==> src/rtl/fifo_lvl_pkg.sv <==
package fifo_lvl_pkg;

    // Channel indices used by the generate loop.
    localparam int CH_RX = 0;
    localparam int CH_TX = 1;
    localparam int N_CH  = 2;

    // The full set of registered outputs.
    typedef struct packed {
        logic rx_hit;
        logic tx_hit;
        logic rx_dma;
        logic tx_dma;
        logic irq;
    } lvl_state_t;

endpackage

==> src/rtl/fifo_lvl_cmp.sv <==
// Compares one count with one limit, both unsigned.
// Also reports whether the count is non-zero.
module fifo_lvl_cmp #(
    parameter int CNT_W = 9,
    parameter int LIM_W = 8
) (
    input  logic [CNT_W-1:0] count,
    input  logic [LIM_W-1:0] limit,
    output logic             above,
    output logic             nonzero
);
    // Both operands are widened to a common width so the compare is
    // lossless whichever of the two is wider.
    localparam int CMP_W = (CNT_W > LIM_W) ? CNT_W : LIM_W;

    logic [CMP_W-1:0] cnt_ext;
    logic [CMP_W-1:0] lim_ext;

    always_comb begin
        cnt_ext = CMP_W'(count);
        lim_ext = CMP_W'(limit);
        above   = cnt_ext > lim_ext;
        nonzero = |count;
    end
endmodule

==> src/rtl/fifo_level_watch.sv <==
module fifo_level_watch
    import fifo_lvl_pkg::*;
#(
    parameter int DEPTH = 256,
    parameter int LIM_W = 8,
    localparam int CNT_W = $clog2(DEPTH + 1)
) (
    input  logic             clk,
    input  logic             rst_n,
    input  logic [CNT_W-1:0] rx_used,
    input  logic [CNT_W-1:0] tx_free,
    input  logic [LIM_W-1:0] rx_limit,
    input  logic [LIM_W-1:0] tx_limit,
    input  logic             rx_irq_en,
    input  logic             tx_irq_en,
    output logic             rx_lvl_hit,
    output logic             tx_lvl_hit,
    output logic             rx_dma_req,
    output logic             tx_dma_req,
    output logic             irq
);

    logic [CNT_W-1:0] cnt_arr [N_CH];
    logic [LIM_W-1:0] lim_arr [N_CH];
    logic [N_CH-1:0]  above_vec;
    logic [N_CH-1:0]  nz_vec;
    logic [N_CH-1:0]  en_vec;

    always_comb begin
        cnt_arr[CH_RX] = rx_used;
        cnt_arr[CH_TX] = tx_free;
        lim_arr[CH_RX] = rx_limit;
        lim_arr[CH_TX] = tx_limit;
        en_vec[CH_RX]  = rx_irq_en;
        en_vec[CH_TX]  = tx_irq_en;
    end

    for (genvar ch = 0; ch < N_CH; ch++) begin : g_ch
        fifo_lvl_cmp #(
            .CNT_W (CNT_W),
            .LIM_W (LIM_W)
        ) u_cmp (
            .count   (cnt_arr[ch]),
            .limit   (lim_arr[ch]),
            .above   (above_vec[ch]),
            .nonzero (nz_vec[ch])
        );
    end

    lvl_state_t st_d, st_q;

    always_comb begin
        st_d        = st_q;
        st_d.rx_hit = above_vec[CH_RX];
        st_d.tx_hit = above_vec[CH_TX];
        st_d.rx_dma = nz_vec[CH_RX];
        st_d.tx_dma = nz_vec[CH_TX];
        st_d.irq    = |(above_vec & en_vec);
    end

    always_ff @(posedge clk or negedge rst_n) begin
        if (!rst_n) st_q <= '0;
        else        st_q <= st_d;
    end

    assign rx_lvl_hit = st_q.rx_hit;
    assign tx_lvl_hit = st_q.tx_hit;
    assign rx_dma_req = st_q.rx_dma;
    assign tx_dma_req = st_q.tx_dma;
    assign irq        = st_q.irq;

    AST_RX_HIT: assert property (@(posedge clk) disable iff (!rst_n)
        $past(rst_n) |-> (rx_lvl_hit == ($past(32'(rx_used)) > $past(32'(rx_limit)))));
    AST_TX_HIT: assert property (@(posedge clk) disable iff (!rst_n)
        $past(rst_n) |-> (tx_lvl_hit == ($past(32'(tx_free)) > $past(32'(tx_limit)))));
    AST_RX_DMA: assert property (@(posedge clk) disable iff (!rst_n)
        $past(rst_n) |-> (rx_dma_req == ($past(rx_used) != '0)));
    AST_TX_DMA: assert property (@(posedge clk) disable iff (!rst_n)
        $past(rst_n) |-> (tx_dma_req == ($past(tx_free) != '0)));
    AST_IRQ_MASK: assert property (@(posedge clk) disable iff (!rst_n)
        $past(rst_n) |-> (irq == ((rx_lvl_hit && $past(rx_irq_en)) ||
                                  (tx_lvl_hit && $past(tx_irq_en)))));
    AST_DMA_BELOW_HIT: assert property (@(posedge clk) disable iff (!rst_n)
        rx_lvl_hit |-> rx_dma_req);

endmodule

==> config.mk <==
export PLATFORM = sky130hd
export DESIGN_NAME = fifo_level_watch
export DESIGN_NICKNAME = d
export VERILOG_FILES = /design/src/rtl/fifo_lvl_pkg.sv /design/src/rtl/fifo_lvl_cmp.sv /design/src/rtl/fifo_level_watch.sv
export SDC_FILE = /design/constraint.sdc
export NUM_CORES = 1
export LEC_CHECK = 0
export ABC_AREA = 0
export BUFFER_PORTS_ARGS = -buffer_cell sky130_fd_sc_hd__buf_2
export CAP_MARGIN = 40
export CORE_ASPECT_RATIO = 1.1
export CORE_UTILIZATION = 40
export DETAILED_ROUTE_END_ITERATION = 10
export PLACE_DENSITY = 0.87
export REMOVE_ABC_BUFFERS = 1
export SLEW_MARGIN = 5
export SYNTH_ARGS = -nofsm -noshare
export SYNTH_HDL_FRONTEND = slang
export SYNTH_SLANG_ARGS = --single-unit
==> constraint.sdc <==
create_clock -name clk -period 0.8 [get_ports clk]
set_clock_uncertainty 0.05 [all_clocks]
set_input_delay 0.12 -clock clk [delete_from_list [all_inputs] [get_ports clk]]
set_output_delay 0.12 -clock clk [all_outputs]
set_load 0.02 [all_outputs]
==> impl_metrics.env <==
export IMPL_period_share=1.59
export IMPL_dp_worst_setup_slack_ps=-851
export IMPL_crit_path_max_fanout=2
export IMPL_n_fill_cell=45
export IMPL_start_kind="primary input"
export IMPL_max_slew_margin_rel=0.797
export IMPL_synth_cell_type_count=20
export IMPL_grt_pass1_vias=826
export IMPL_grt_max_degree=6
export IMPL_layout_commonest_cell="buf_2"
export IMPL_drt_first_iter_violations=20
export IMPL_arrival_ps=1350
export IMPL_grt_pass1_wl_mm=3.25
export IMPL_crit_start="rx_limit[2]"
export IMPL_netlist_area_sq_um=606
export IMPL_gp_congestion=0.667
export IMPL_cts_tree="yes"
export IMPL_slew_violations=0
export IMPL_antenna_left=0
export IMPL_worst_setup_path_type="in -> reg"
export IMPL_regArea_sq_um=125
export IMPL_hold_slack_ps=59.1
export IMPL_hold_viol=0
export IMPL_drt_wl_total_mm=2.40
export IMPL_fmax_ghz=0.788
export IMPL_hpwl_mm=1.26
export IMPL_clock_path_buffers=2
export IMPL_setup_ws_ps=-470
export IMPL_cp_cell_sequence="buf_6, inv_2, ha_4, a21oi_2, o221ai_2, a2111o_1, a32o_1"
export IMPL_synth_top_cell_area_share=0.331
export IMPL_antenna_found_initial=0
export IMPL_p_leak_uw=0.000616
export IMPL_cp_end_kind="flip-flop"
export IMPL_tns_ps=-1710
export IMPL_synthTopCellsByArea="ha_1 (33%), dfrtp_1 (21%), inv_1 (12%)"
export IMPL_grtUsageTotal=0.280
export IMPL_h_tree_depth=1
export IMPL_crit_end="irq"
export IMPL_place_area_sq_um=903
export IMPL_io_pins=43
export IMPL_avgSynthCellArea_sq_um=8.30
export IMPL_die_area_sq_um=1670
export IMPL_pwr_density_cell_nw_per_um2=966
export IMPL_slowest_delay_ps=390
export IMPL_ys_seq_area_frac=0.207
export IMPL_yosysWarningCount=0
export IMPL_vias_per_cell=5.47
export IMPL_rows=14
export IMPL_numPortBuffers=42
export IMPL_cts_buffers=3
export IMPL_status="finished with violations"
export IMPL_setup_violations=8
export IMPL_synth_top_area_cell="ha_1"
export IMPL_multi_input_area_sq_um=594
export IMPL_initial_utilization=0.438
export IMPL_final_net_count=185
export IMPL_routedWlPerCell_um=16.4
export IMPL_peakVddDrop_uv=734
export IMPL_final_cell_mix="buf_2 (23), buf_6 (18), inv_1 (10), ha_4 (10), buf_4 (10)"
export IMPL_core_area_sq_um=1380
export IMPL_slowest_stage="a2111o_1"
export IMPL_die_h_um=42.8
export IMPL_fin_area_sq_um=1260
export IMPL_rsz0062_at_grt="true"
export IMPL_route_detailed_drc=0
export IMPL_drive_gt1_frac=0.669
export IMPL_post_route_min_period_ps=1270
export IMPL_clk_pin_slew_worst_paths_ps=50
export IMPL_cts_root_buf="clkbuf_4"
export IMPL_critPathBufInv=2
export IMPL_syn_to_final_growth_pct=109
export IMPL_violations="negative setup slack"
export IMPL_clkSinkCount=5
export IMPL_drt_pass1_iter_count=4
export IMPL_cp_num_cells=7
export IMPL_worst_hold_path_type="in -> reg"
export IMPL_tightest_slew_ps=301
export IMPL_vias=799
export IMPL_synth_seq_cells=5
export IMPL_worst_path_dominant_cell_family="compound AO/OA/AOI/OAI gates"
export IMPL_grt_overflow=0
export IMPL_die_w_um=39.1
export IMPL_syn_inst=73
export IMPL_drv_cap=0
export IMPL_final_util=0.913
export IMPL_diodes=0
export IMPL_cp_required_ps=880
-- stage by stage --
step           power (uW)  cells
6_report             1220    146
5_1_grt              1300    146
4_1_cts              1130    146
3_5_place_dp          675    140
3_3_place_gp          656    140
2_1_floorplan         475     73
-- flip-flops by register name (all words and copies together) (netlist names) --
signal      count
rx_lvl_hit      1
rx_dma_req      1
irq             1
tx_dma_req      1
tx_lvl_hit      1
-- how the worst min path moves through the flow --
| stage | endpoint | cells past startpoint | slack [ps] | startpoint |
|---|---|---|---|---|
| floorplan | irq | 0 | -230 | rst_n |
| global placement | rx_dma_req | 1 | -120 | rst_n |
| detailed placement | rx_dma_req | 1 | -110 | rst_n |
| CTS | irq | 2 | 40 | tx_irq_en |
| global route | tx_dma_req | 3 | 60 | tx_free[6] |
| finish | irq | 2 | 60 | tx_irq_en |
-- where the power goes --
group | switching, uW | leakage, uW | internal [uW]
logic | 286 | 0.000547 | 360
registers | 8.33 | 0.0000508 | 271
clock network | 114 | 0.0000177 | 181
-- cell families after synthesis --
logic type	after synthesis	synth area share
fa+ha+maj	16	0.331
flops	5	0.207
buf+inv	19	0.118
simple gates	20	0.171
compound gates	13	0.174
-- area by class of cell --
class	count	area share
flip-flops and latches	5	0.0990
multi-input cells	49	0.470
repair buffers	53	0.331
clock buffers	3	0.0178
well taps	16	0.0158
clock inverters	1	0.00396
inverters	19	0.0624
-- cell usage after synthesis (all sizes together) --
cell / number
a2111o: 1
a2111oi: 1
a211oi: 2
a21o: 1
a21oi: 5
a32o: 1
and2: 1
and4b: 1
dfrtp: 5
ha: 16
inv: 19
nand2: 4
nand3: 2
nand4: 2
nor2: 4
nor3: 3
nor3b: 1
nor4: 2
o221a: 1
o221ai: 1
-- routing by layer --
metal / global-route usage / wire [um] / up-vias / part of all wire
met5: 0 / 0 / - / 0
met2: 0.563 / 1300 / 61 / 0.54
li1: - / - / 373 / -
met3: 0.0576 / 151 / 12 / 0.063
met4: 0.0897 / 92 / 0 / 0.038
met1: 0.253 / 846 / 353 / 0.35
-- timing repair --
action / in CTS / in global routing
hold buffers: 1 / 0
setup buffers: 1 / 1
endpoints found under the setup margin: 8 / 8
pin swaps: 14 / 15
hold endpoints to repair: 5 / 0
gates resized for setup: 39 / 24
Note: power is estimated with default switching activity, not from simulation.
